File: config.mk
export PLATFORM = sky130hd
export DESIGN_NAME = gpu_cmd_framer
export DESIGN_NICKNAME = d
export VERILOG_FILES = /design/src/rtl/gcf_pkg.sv /design/src/rtl/cmd_len_decode.sv /design/src/rtl/env_shadow.sv /design/src/rtl/gpu_cmd_framer.sv
export SDC_FILE = /design/constraint.sdc
export NUM_CORES = 1
export LEC_CHECK = 0
export ABC_CLOCK_PERIOD_IN_PS = 5300
export BUFFER_PORTS_ARGS = -buffer_cell sky130_fd_sc_hd__buf_4
export CAP_MARGIN = 0
export CORE_ASPECT_RATIO = 0.75
export CORE_MARGIN = 2
export CORE_UTILIZATION = 35
export DETAILED_ROUTE_END_ITERATION = 7
export MAX_ROUTING_LAYER = met4
export PLACE_DENSITY_LB_ADDON = 0.12
export SLEW_MARGIN = 20
export SYNTH_ARGS = -nofsm -noshare
export SYNTH_HDL_FRONTEND = slang
export SYNTH_SLANG_ARGS = --single-unit
File: constraint.sdc
create_clock -name clk -period 5.3 [get_ports clk]
set_input_delay 1.325 -clock clk [delete_from_list [all_inputs] [get_ports clk]]
set_output_delay 1.325 -clock clk [all_outputs]
set_load 0.01 [all_outputs]
File: src/rtl/gcf_pkg.sv
package gcf_pkg;

    typedef enum logic [1:0] {
        ST_HEAD  = 2'd0,
        ST_BODY  = 2'd1,
        ST_XPOS  = 2'd2,
        ST_XSIZE = 2'd3
    } fr_state_e;

    localparam int OP_W  = 8;
    localparam int LEN_W = 4;

    // total words of a command, first word included
    function automatic logic [LEN_W-1:0] pkt_total_len(input logic [OP_W-1:0] op);
        logic [LEN_W-1:0] n;
        case (op) inside
            8'h02:              n = 4'd3;
            [8'h20:8'h23]:      n = 4'd4;
            [8'h24:8'h27]:      n = 4'd7;
            [8'h28:8'h2B]:      n = 4'd5;
            [8'h2C:8'h2F]:      n = 4'd9;
            [8'h30:8'h33]:      n = 4'd6;
            [8'h34:8'h37]:      n = 4'd9;
            [8'h38:8'h3B]:      n = 4'd8;
            [8'h3C:8'h3F]:      n = 4'd12;
            [8'h40:8'h43]:      n = 4'd3;
            [8'h48:8'h4F]:      n = 4'd4;
            [8'h50:8'h53]:      n = 4'd4;
            [8'h58:8'h5F]:      n = 4'd5;
            [8'h60:8'h67]:      n = 4'd3;
            [8'h68:8'h6B]:      n = 4'd2;
            [8'h6C:8'h77]:      n = 4'd3;
            [8'h78:8'h7B]:      n = 4'd2;
            [8'h7C:8'h7F]:      n = 4'd3;
            8'h80:              n = 4'd4;
            8'hA0, 8'hC0:       n = 4'd3;
            default:            n = 4'd1;
        endcase
        return n;
    endfunction

endpackage

File: src/rtl/cmd_len_decode.sv
module cmd_len_decode
    import gcf_pkg::*;
(
    input  logic [OP_W-1:0]  op,
    output logic [LEN_W-1:0] total_len,
    output logic             is_xfer,
    output logic             is_env,
    output logic             is_tex,
    output logic [LEN_W-1:0] tex_word,
    output logic             marks_dirty
);
    always_comb begin
        total_len   = pkt_total_len(op);
        is_xfer     = (op == 8'hA0) || (op == 8'hC0);
        is_env      = (op[7:3] == 5'b11100);
        marks_dirty = (op >= 8'h02) && (op <= 8'hBF);
        is_tex      = 1'b0;
        tex_word    = '0;
        if ((op & 8'hF4) == 8'h24) begin
            is_tex   = 1'b1;
            tex_word = 4'd4;
        end else if ((op & 8'hF4) == 8'h34) begin
            is_tex   = 1'b1;
            tex_word = 4'd5;
        end
    end
endmodule

File: src/rtl/env_shadow.sv
module env_shadow #(
    parameter int DW      = 32,
    parameter int ENV_CNT = 8,
    parameter int TP_W    = 9
) (
    input  logic                       clk,
    input  logic                       rst_n,
    input  logic                       full_we,
    input  logic [$clog2(ENV_CNT)-1:0] full_idx,
    input  logic [DW-1:0]              full_data,
    input  logic                       tp_we,
    input  logic [TP_W-1:0]            tp_bits,
    input  logic                       pkt_done,
    input  logic                       dirty_set,
    output logic [ENV_CNT*DW-1:0]      env_flat,
    output logic [12:0]                status_lo,
    output logic                       vram_dirty
);
    logic [DW-1:0] env_q [ENV_CNT];
    logic [DW-1:0] env_d [ENV_CNT];

    always_comb begin
        for (int k = 0; k < ENV_CNT; k++) env_d[k] = env_q[k];
        if (tp_we)   env_d[1][TP_W-1:0] = tp_bits;
        if (full_we) env_d[full_idx]    = full_data;
    end

    always_ff @(posedge clk or negedge rst_n) begin
        if (!rst_n) begin
            for (int k = 0; k < ENV_CNT; k++) env_q[k] <= '0;
            status_lo  <= '0;
            vram_dirty <= 1'b0;
        end else begin
            for (int k = 0; k < ENV_CNT; k++) env_q[k] <= env_d[k];
            if (pkt_done)  status_lo  <= {env_d[6][1:0], env_d[1][10:0]};
            if (dirty_set) vram_dirty <= 1'b1;
        end
    end

    for (genvar g = 0; g < ENV_CNT; g++) begin : g_flat
        assign env_flat[g*DW +: DW] = env_q[g];
    end
endmodule

File: src/rtl/gpu_cmd_framer.sv
module gpu_cmd_framer
    import gcf_pkg::*;
#(
    parameter int DW      = 32,
    parameter int ENV_CNT = 8
) (
    input  logic                  clk,
    input  logic                  rst_n,
    input  logic [DW-1:0]         in_data,
    input  logic                  in_valid,
    output logic                  in_ready,
    output logic [DW-1:0]         out_data,
    output logic                  out_valid,
    output logic                  out_sop,
    output logic                  out_eop,
    input  logic                  out_ready,
    output logic                  xfer_valid,
    output logic                  xfer_read,
    output logic [DW-1:0]         xfer_pos,
    output logic [DW-1:0]         xfer_size,
    input  logic                  xfer_wr_busy,
    output logic [DW-1:0]         pix_data,
    output logic                  pix_valid,
    output logic [ENV_CNT*DW-1:0] env_flat,
    output logic [12:0]           status_lo,
    output logic                  vram_dirty
);
    localparam int IDX_W = $clog2(ENV_CNT);

    fr_state_e        state_q, state_d;
    logic [OP_W-1:0]  op_q;
    logic [LEN_W-1:0] len_q, idx_q;
    logic [DW-1:0]    pos_q;
    logic             dir_q;

    logic [OP_W-1:0]  head_op, dec_op;
    logic [LEN_W-1:0] d_len, d_texw;
    logic             d_xfer, d_env, d_tex, d_dirty;
    logic             at_head, pix_mode, fwd, acc;

    assign head_op = in_data[DW-1 -: OP_W];
    assign at_head = (state_q == ST_HEAD);
    assign dec_op  = at_head ? head_op : op_q;

    cmd_len_decode u_dec (
        .op          (dec_op),
        .total_len   (d_len),
        .is_xfer     (d_xfer),
        .is_env      (d_env),
        .is_tex      (d_tex),
        .tex_word    (d_texw),
        .marks_dirty (d_dirty)
    );

    // output / handshake process
    always_comb begin
        pix_mode   = at_head && xfer_wr_busy;
        fwd        = (at_head && !xfer_wr_busy && !d_xfer) || (state_q == ST_BODY);
        in_ready   = fwd ? out_ready : 1'b1;
        acc        = in_valid && in_ready;
        out_data   = in_data;
        out_valid  = in_valid && fwd;
        out_sop    = at_head;
        out_eop    = at_head ? (d_len == 4'd1) : (idx_q == len_q - 4'd1);
        pix_data   = in_data;
        pix_valid  = in_valid && pix_mode;
        xfer_valid = in_valid && (state_q == ST_XSIZE);
        xfer_pos   = pos_q;
        xfer_size  = in_data;
        xfer_read  = dir_q;
    end

    // next-state logic
    always_comb begin
        state_d = state_q;
        unique case (state_q)
            ST_HEAD: if (acc && !pix_mode) begin
                if (d_xfer)             state_d = ST_XPOS;
                else if (d_len != 4'd1) state_d = ST_BODY;
            end
            ST_BODY:  if (acc && out_eop) state_d = ST_HEAD;
            ST_XPOS:  if (acc)            state_d = ST_XSIZE;
            ST_XSIZE: if (acc)            state_d = ST_HEAD;
            default:                      state_d = ST_HEAD;
        endcase
    end

    // state register
    always_ff @(posedge clk or negedge rst_n) begin
        if (!rst_n) state_q <= ST_HEAD;
        else        state_q <= state_d;
    end

    // command context registers
    always_ff @(posedge clk or negedge rst_n) begin
        if (!rst_n) begin
            op_q  <= '0;
            len_q <= '0;
            idx_q <= '0;
            pos_q <= '0;
            dir_q <= 1'b0;
        end else if (acc) begin
            if (at_head && !pix_mode) begin
                op_q  <= head_op;
                len_q <= d_len;
                idx_q <= 4'd1;
                dir_q <= (head_op == 8'hC0);
            end else if (state_q == ST_BODY) begin
                idx_q <= idx_q + 4'd1;
            end else if (state_q == ST_XPOS) begin
                pos_q <= in_data;
            end
        end
    end

    env_shadow #(.DW(DW), .ENV_CNT(ENV_CNT), .TP_W(9)) u_env (
        .clk       (clk),
        .rst_n     (rst_n),
        .full_we   (acc && at_head && !pix_mode && d_env),
        .full_idx  (head_op[IDX_W-1:0]),
        .full_data (in_data),
        .tp_we     (acc && (state_q == ST_BODY) && d_tex && (idx_q == d_texw)),
        .tp_bits   (in_data[8:0]),
        .pkt_done  (acc && ((fwd && out_eop) || (state_q == ST_XSIZE))),
        .dirty_set (acc && at_head && !pix_mode && d_dirty),
        .env_flat  (env_flat),
        .status_lo (status_lo),
        .vram_dirty(vram_dirty)
    );
endmodule

==> results of run 1 <==
final timing paths:
path,start,slack (ns),end
setup / recovery,state_q[1],0.53,out_eop
hold / removal,u_env.env_flat[159],0.47,u_env.env_flat[159]
setup reg to reg,state_q[1],1.34,u_env.env_flat[86]
hold reg to reg,u_env.env_flat[159],0.47,u_env.env_flat[159]
max in group asynchronous,rst_n,3.52,u_env.env_flat[134]
min in group asynchronous,rst_n,0.81,u_env.status_lo[6]
cell usage in the layout (no fill, tap or decap), types with 3 or more instances in the layout:
cell,n
a21oi_1,7
a31oi_1,8
and2_1,13
and3_1,6
buf_4,460
clkbuf_1,4
clkbuf_16,36
clkbuf_8,7
clkinv_2,6
clkinvlp_4,3
dfrtp_1,321
inv_1,9
mux2_2,225
mux2_4,19
mux2i_1,6
nand2_1,16
nand2b_1,13
nand3_1,5
nor2_1,18
nor2b_1,15
nor3_1,6
nor4_1,4
nor4b_1,3
o211ai_1,3
o21a_1,3
o21ai_0,10
o31ai_1,3
or2_2,25
or3_1,3
xnor2_1,4
xor2_1,5
layer usage:
metal | vias up | track usage
met5 | - | -
met4 | 0 | 0.0368
met3 | 38 | 0.0605
met2 | 240 | 0.311
met1 | 4390 | 0.271
li1 | 3914 | -
area by class of cell:
| type | count | area share |
|---|---|---|
| Sequential cell | 321 | 0.453 |
| Multi-Input combinational cell | 472 | 0.247 |
| Timing Repair Buffer | 463 | 0.198 |
| Clock buffer | 47 | 0.0571 |
| Tap cell | 504 | 0.0356 |
| Clock inverter | 14 | 0.00706 |
| Inverter | 10 | 0.00212 |
power breakdown:
| part | internal [mW] | total (mW) | leakage (nW) | switching [mW] |
|---|---|---|---|---|
| Combinational | 0.685 | 1.42 | 4.66 | 0.730 |
| Clock | 1.40 | 2.42 | 0.556 | 1.02 |
| Sequential | 2.69 | 2.91 | 4.44 | 0.219 |
| Total | 4.77 | 6.74 | 9.65 | 1.97 |
state kept, by name, summed over array words and instances, names as in the netlist:
register          cells
op_q                  8
idx_q                 4
u_env.vram_dirty      1
state_q               2
xfer_read             1
len_q                 4
xfer_pos             32
u_env.env_flat      256
u_env.status_lo      13
per-stage QoR:
step	total power, mW	hold WS [ns]	setup slack [ns]
final	6.74	0.465	0.529
after detailed placement	4.38	0.454	0.671
after floorplan	3.72	0.470	1.01
after CTS	6.85	0.468	0.520
after global placement	4.39	0.452	0.672
after global routing	7.08	0.477	0.256
cell families after synthesis:
group | count (synthesis) | synth area share
AOI/OAI and AO/OA | 58 | 0.0319
xor gates and xnor gates | 9 | 0.00589
adders and majority gates | 2 | 0.00187
buffers and inverters | 155 | 0.0752
DFF | 321 | 0.600
muxes | 250 | 0.215
and+or+nand+nor | 153 | 0.0698
worst max-delay path, cell delays in order (launching register included):
cell and delay [ns]:
dfrtp_1 0.84, or2_1 0.23, buf_4 0.30, mux2i_1 0.45, nor4bb_1 0.34, a311oi_1 0.08
and3_1 0.20, a41o_1 0.31, buf_4 0.17
==> metrics, run 1 <==
Pleak=9.65 nW; clock-pin slew of the registers on the worst-case setup and hold paths=0.06 ns; via/cell ratio=4.69; Routed WL=39500 µm; number of cell rows=61; Hold Crit Depth=1; Max Used Layer=met4; DIE AREA=39800 µm²; Final Util=0.474; CTS tree=built; Final Cycle Share=0.900; routed len/inst=21.6 µm; DRT met1 WL=17900 µm; Ys Warns=0; ant diodes=0; Max-Cap Viols=0; CTS sink count=321; grt ovf=0; most frequent cell after synthesis=dfrtp_1; Vias=8582; clk root buf=clkbuf_16; Fillers=3432; H-tree lvl count=2; register area share after synthesis=0.600; post-synth cell types=66; met2 WL post-DR=18300 µm; crit-path max FO=26; Final Hold Fails=0; chip height=173 µm; non-filler cells, final=1831; largest net degree at the start of global routing=88; CP arrival=3.45 ns; Port Buf Inserts=441; hold buffer count at cts=0; post-route clock skew=0.0212 ns; I/O pins=442; worst-margin pin slew=1.00 ns; proportion of layout cells with a drive suffix above 1=0.612; count of flip-flops with a built-in enable after synthesis=0; Final Max Tran Viols=0; Gate Count Post-Synth=948; Post-DRT Antenna Nets=0; FF+latch area=8030 µm²; RSZ-0062 raised after global routing=false; top cells by area, synth=dfrtp_1 (60%), mux2_2 (19%), buf_4 (5.4%); setup bufs post-CTS=0; CORE AREA=37400 µm²; GRT Overall Usage=0.203; Power Dens Cells=380 nW/µm²; first-pass detailed-route iteration total=4; Final min period=4.77 ns; Worst setup SP type=flip-flop; asr flop ratio synth=1.00; Final nets=1343; Bufs on Longest Clock Path=3; cell taking the most area after synthesis=dfrtp_1; number of global-route vias before repair=9060; clk_lat worst skew=0.53 ns; Iteration-0 DRC Markers=438; cell area after layout=17700 µm²; Syn Nets=987; dominant synthesized flop cell=dfrtp_1; Synth Register Bits=321; Die W=230 µm; synthesis-to-layout area growth=32.5%; cts bufs inserted=36; Req. time, crit path=3.97 ns; Multi-input gate area=4380 µm²; outcome=finished clean; Starting Density=0.358; Post-Syn Area=13400 µm²; R2R cell count=9; synth cell count leaders=dfrtp_1 (321), mux2_2 (225), buf_4 (97); Final GP Congestion=0.830; post-DP HPWL=27600 µm; Setup-failing EPs final=0; Peak VDD IR=0.000196 V; initial antenna violation count=0; Crit Path Class=reg -> out; HP Class=reg -> reg; first-pass GRT wire length=60000 µm; Synth top area share=0.600; post_cts resized=0; Placed Instances=1770; setup_tns=0 ns; DP Area=16600 µm²; Fmax=0.210 GHz; relative slew slack=0.313; Post-Syn Area per Cell=14.1 µm²; # DRC=0; DR WL met3=2750 µm; critical path endpoint category=primary output
No activity file was read; power rests on OpenSTA's default activity.
==> run 2, diff against run 1 <==
--- a/config.mk
+++ b/config.mk
@@ -6,15 +6,14 @@
 export NUM_CORES = 1
 export LEC_CHECK = 0
 export ABC_CLOCK_PERIOD_IN_PS = 5300
-export BUFFER_PORTS_ARGS = -buffer_cell sky130_fd_sc_hd__buf_4
 export CAP_MARGIN = 0
 export CORE_ASPECT_RATIO = 0.75
 export CORE_MARGIN = 2
 export CORE_UTILIZATION = 35
 export DETAILED_ROUTE_END_ITERATION = 7
+export DONT_BUFFER_PORTS = 1
 export MAX_ROUTING_LAYER = met4
 export PLACE_DENSITY_LB_ADDON = 0.12
-export SLEW_MARGIN = 20
 export SYNTH_ARGS = -nofsm -noshare
 export SYNTH_HDL_FRONTEND = slang
 export SYNTH_SLANG_ARGS = --single-unit
==> run 2 against run 1 <==
- design area down 18%
- first-iteration DRC count down 16%
- clock power up 9.1%
- register-to-register slack worse by 0.25 ns
- clock skew about the same
- critical endpoint unchanged
==> metrics, run 2 (synthesized netlist as in run 1, its figures left out) <==
outcome=finished clean; grt ovf=0; post-route clock skew=0.0214 ns; Req. time, crit path=3.97 ns; max reg flops=256; worst-margin pin slew=0.945 ns; RSZ-0062 raised after global routing=false; hold buffer count at cts=0; R2R cell count=9; Final GP Congestion=0.843; largest net degree at the start of global routing=322; Final nets=892; Fmax=0.207 GHz; CTS tree=built; largest stage delay on the critical path=0.83 ns; commonest non-fill, non-tap cell in the layout=dfrtp_1; HP Class=reg -> reg; Power Dens Cells=446 nW/µm²; I/O pins=442; Iteration-0 DRC Markers=366; clock-pin slew of the registers on the worst-case setup and hold paths=0.06 ns; Post-DRT Antenna Nets=0; Max-Cap Viols=0; hold_ws=0.500 ns; # DRC=0; Setup-failing EPs final=0; Starting Density=0.358; R2R Setup Slk=1.09 ns; Fillers=3528; DIE AREA=39800 µm²; Bufs on Longest Clock Path=3; worst hold start=len_q[3]; CP arrival=3.51 ns; Final Hold Fails=0; CP bufs+invs=1; post_cts resized=0; Die W=230 µm; reg-to-reg endpoint=u_env.env_flat[133]; Routed WL=35700 µm; routed len/inst=25.8 µm; Slowest-stage cell, CP=dfrtp_1; CTS sink count=321; first-pass detailed-route iteration total=4; ant diodes=0; CORE AREA=37400 µm²; critical path endpoint category=primary output; first-pass GRT wire length=53000 µm; Reg-to-Reg Start=state_q[0]; Hold Crit Depth=2; crit-path max FO=23; Final min period=4.84 ns; leading cell types in the layout, fill and taps excluded=dfrtp_1 (321), mux2_2 (225), clkbuf_16 (36), or2_2 (25), mux2_4 (19); Worst setup SP type=flip-flop; initial antenna violation count=0; Peak VDD IR=0.000253 V; Critical path origin=state_q[0]; clk root buf=clkbuf_16; WHS Endpoint=len_q[3]; setup_tns=0 ns; Vias=7046; setup bufs post-CTS=0; Final Max Tran Viols=0; number of global-route vias before repair=7268; proportion of layout cells with a drive suffix above 1=0.415; synthesis-to-layout area growth=8.11%; Final Cycle Share=0.912; Pleak=7.34 nW; chip height=173 µm; Top delay family on crit path=simple AND/OR/NAND/NOR gates; critical path depth=7; clk_lat worst skew=0.53 ns; crit-path cells=or2_1 > buf_4 > mux2i_1 > nor4bb_1 > a311oi_1 > and3_1 > a41o_1; GRT Overall Usage=0.182; H-tree lvl count=2; via/cell ratio=5.09; relative slew slack=0.368; cts bufs inserted=35; Port Buf Inserts=0; Crit Path Class=reg -> out; number of cell rows=61; post-DP HPWL=23500 µm
[run 2: worst min-delay path: stages, from the launching register on]
cell and delay (ns):
dfrtp_1 0.35, nand2_1 0.05, o21ai_0 0.06
[run 2: area by class of cell]
type / count / area (µm²) / share of cell area
timing repair buffer: 13 / 123 / 0.00848
tap: 504 / 631 / 0.0436
inverter: 10 / 37.5 / 0.00259
clock buffer: 48 / 1040 / 0.0716
multi-input combinational: 472 / 4380 / 0.303
clock inverter: 15 / 228 / 0.0157
sequential: 321 / 8030 / 0.555
[run 2: routing by layer]
metal  up-vias  routed length (µm)  track usage
met5         -                   0            -
met2       298               16300        0.274
met3        46                3900       0.0796
met1      3685               15000        0.227
met4         0                 567       0.0398
li1       3017                   -            -
[run 2: power breakdown]
group | switching [mW] | total, mW | internal [mW]
logic | 0.389 | 0.771 | 0.381
clock network | 1.01 | 2.64 | 1.62
registers | 0.358 | 3.05 | 2.69
[run 2: worst max-delay path by stage]
stage                               end
floorplan                       out_eop
global placement    u_env.env_flat[134]
detailed placement  u_env.env_flat[136]
CTS                             out_eop
global route                    out_eop
finish                          out_eop
[run 2: stage by stage]
stage          setup slack [ns]   util  cell area, µm²  power, mW  cells
3_5_place_dp              0.920  0.353           13200       3.86   1320
4_1_cts                   0.506  0.387           14500       6.54   1383
2_1_floorplan              1.01      -           13400       3.72    948
5_1_grt                   0.348  0.387           14500       6.74   1383
3_3_place_gp              0.970  0.353           13200       3.85   1320
6_report                  0.465  0.387           14500       6.45   1383
==> run 3, diff against run 2 <==
--- a/config.mk
+++ b/config.mk
@@ -5,7 +5,7 @@
 export SDC_FILE = /design/constraint.sdc
 export NUM_CORES = 1
 export LEC_CHECK = 0
-export ABC_CLOCK_PERIOD_IN_PS = 5300
+export ABC_CLOCK_PERIOD_IN_PS = 5350
 export CAP_MARGIN = 0
 export CORE_ASPECT_RATIO = 0.75
 export CORE_MARGIN = 2
==> constraint.sdc (replaced) <==
create_clock -name clk -period 5.35 [get_ports clk]
set_input_delay 1.3375 -clock clk [delete_from_list [all_inputs] [get_ports clk]]
set_output_delay 1.3375 -clock clk [all_outputs]
set_load 0.01 [all_outputs]
==> run 3 against run 2 <==
- count of clock-buffer cells in the layout decreased by 1
- highest routed layer unchanged
- hold slack improved by 0.019 ns
- cell count about the same
- first-iteration DRC count is 15% higher
- total power decreased by 2.7%
- setup slack better by 0.0048 ns
- combinational power is 0.5% lower
- die area stayed put
- critical path depth increased by 1
- clock skew down 0.0031 ns
==> metrics, run 3 (synthesized netlist as in run 1, its figures left out) <==
outcome=finished clean; Max Used Layer=met4; DP Area=13200 µm²; CTS sink count=321; Max-Cap Viols=0; proportion of layout cells with a drive suffix above 1=0.411; critical path endpoint category=primary output; ant diodes=0; Port Buf Inserts=0; commonest non-fill, non-tap cell in the layout=dfrtp_1; R2R Setup Slk=1.21 ns; first-pass detailed-route iteration total=4; worst-margin pin slew=1.00 ns; clk root buf=clkbuf_16; DRT met1 WL=15000 µm; Starting Density=0.358; switching part of the total=0.275; DR WL met3=3650 µm; post-DP HPWL=23500 µm; I/O pins=442; Post-DRT Antenna Nets=0; R2R cell count=10; Routed WL=35400 µm; setup_tns=0 ns; post-route clock skew=0.0183 ns; via/cell ratio=5.10; Peak VDD IR=0.000220 V; dpl ws=0.976 ns; Int Pwr=4.55 mW; HP Class=in -> async; Die W=230 µm; cts bufs inserted=35; cell area after layout=14400 µm²; chip height=173 µm; reg-to-reg endpoint=u_env.status_lo[12]; Final Cycle Share=0.912; Final GP Congestion=0.844; Vias=7053; Final min period=4.88 ns; first-pass GRT wire length=53000 µm; clk_lat worst skew=0.53 ns; number of global-route vias before repair=7334; total power=6.28 mW; post_cts resized=0; Final Max Tran Viols=0; crit-path max FO=27; Reg-to-Reg Start=state_q[0]; Bufs on Longest Clock Path=3; setup bufs post-CTS=0; CORE AREA=37400 µm²; grt ovf=0; largest net degree at the start of global routing=322; Final Hold Fails=0; final worst setup slack=0.470 ns; CP arrival=3.54 ns; Logic pwr share=0.122; H-tree lvl count=2; Psw=1.73 mW; routed len/inst=25.6 µm; # DRC=0; relative slew slack=0.331; clock-pin slew of the registers on the worst-case setup and hold paths=0.06 ns; CTS tree=built; Clock Power Share=0.399; Crit Path Class=reg -> out; hold buffer count at cts=0; met2 WL post-DR=16200 µm; Setup-failing EPs final=0; Req. time, crit path=4.01 ns; max reg flops=256; Iteration-0 DRC Markers=422; hold_ws=0.519 ns; initial antenna violation count=2; Reg power frac=0.479; Placed Instances=1319; number of cell rows=61; Fmax=0.205 GHz; leading cell types in the layout, fill and taps excluded=dfrtp_1 (321), mux2_2 (225), clkbuf_16 (36), or2_2 (25), mux2_4 (19); RSZ-0062 raised after global routing=false; Worst setup SP type=flip-flop; GRT Overall Usage=0.181; non-filler cells, final=1382; Pleak=7.32 nW; Power Dens Cells=436 nW/µm²; DIE AREA=39800 µm²; Final Util=0.385; synthesis-to-layout area growth=7.57%; Final nets=891
## run 3: cell count changes in the layout (fill, tap and decap cells not counted), sizes merged
cell,change
clkinv,+4
buf,-1
bufinv,-1
inv,+1
clkinvlp,-3
clkbuf,-1
## run 3: power by group through the flow
stage                     registers [mW]  clock network (mW)  logic, mW
after global routing                3.04                2.69      0.843
after global placement              3.06                   0      0.763
after detailed placement            3.05                   0      0.764
final                               3.01                2.50      0.767
after CTS                           3.01                2.58      0.766
after floorplan                     2.92                   0      0.772
## run 3: how the worst max path moves through the flow
stage / startpoint / cells past startpoint / slack (ns) / endpoint
floorplan: in_data[28] / 7 / 1.03 / out_eop
global placement: in_data[26] / 8 / 1.01 / u_env.env_flat[137]
detailed placement: in_data[26] / 8 / 0.98 / u_env.env_flat[130]
CTS: state_q[0] / 8 / 0.51 / out_eop
global route: state_q[0] / 8 / 0.30 / out_eop
finish: state_q[0] / 8 / 0.47 / out_eop
## run 3: layer usage
metal	global-route usage	vias up
li1	-	3004
met1	0.231	3712
met5	-	-
met3	0.0719	43
met4	0.0376	0
met2	0.273	294
## run 3: area by class of cell
class | instances | area [µm²]
Fill cell | 3542 | 23000
Sequential cell | 321 | 8030
Multi-Input combinational cell | 472 | 4380
Clock buffer | 47 | 992
Tap cell | 504 | 631
Clock inverter | 16 | 208
Timing Repair Buffer | 12 | 115
Inverter | 10 | 37.5
## run 3: worst max-delay path: stages, from the launching register on
cell and delay, ns:
dfrtp_1 0.81, or2_1 0.18, buf_4 0.30, inv_2 0.22, o31ai_1 0.48, o21a_1 0.28, a2111o_1 0.18, and4_4 0.23
a41o_1 0.33
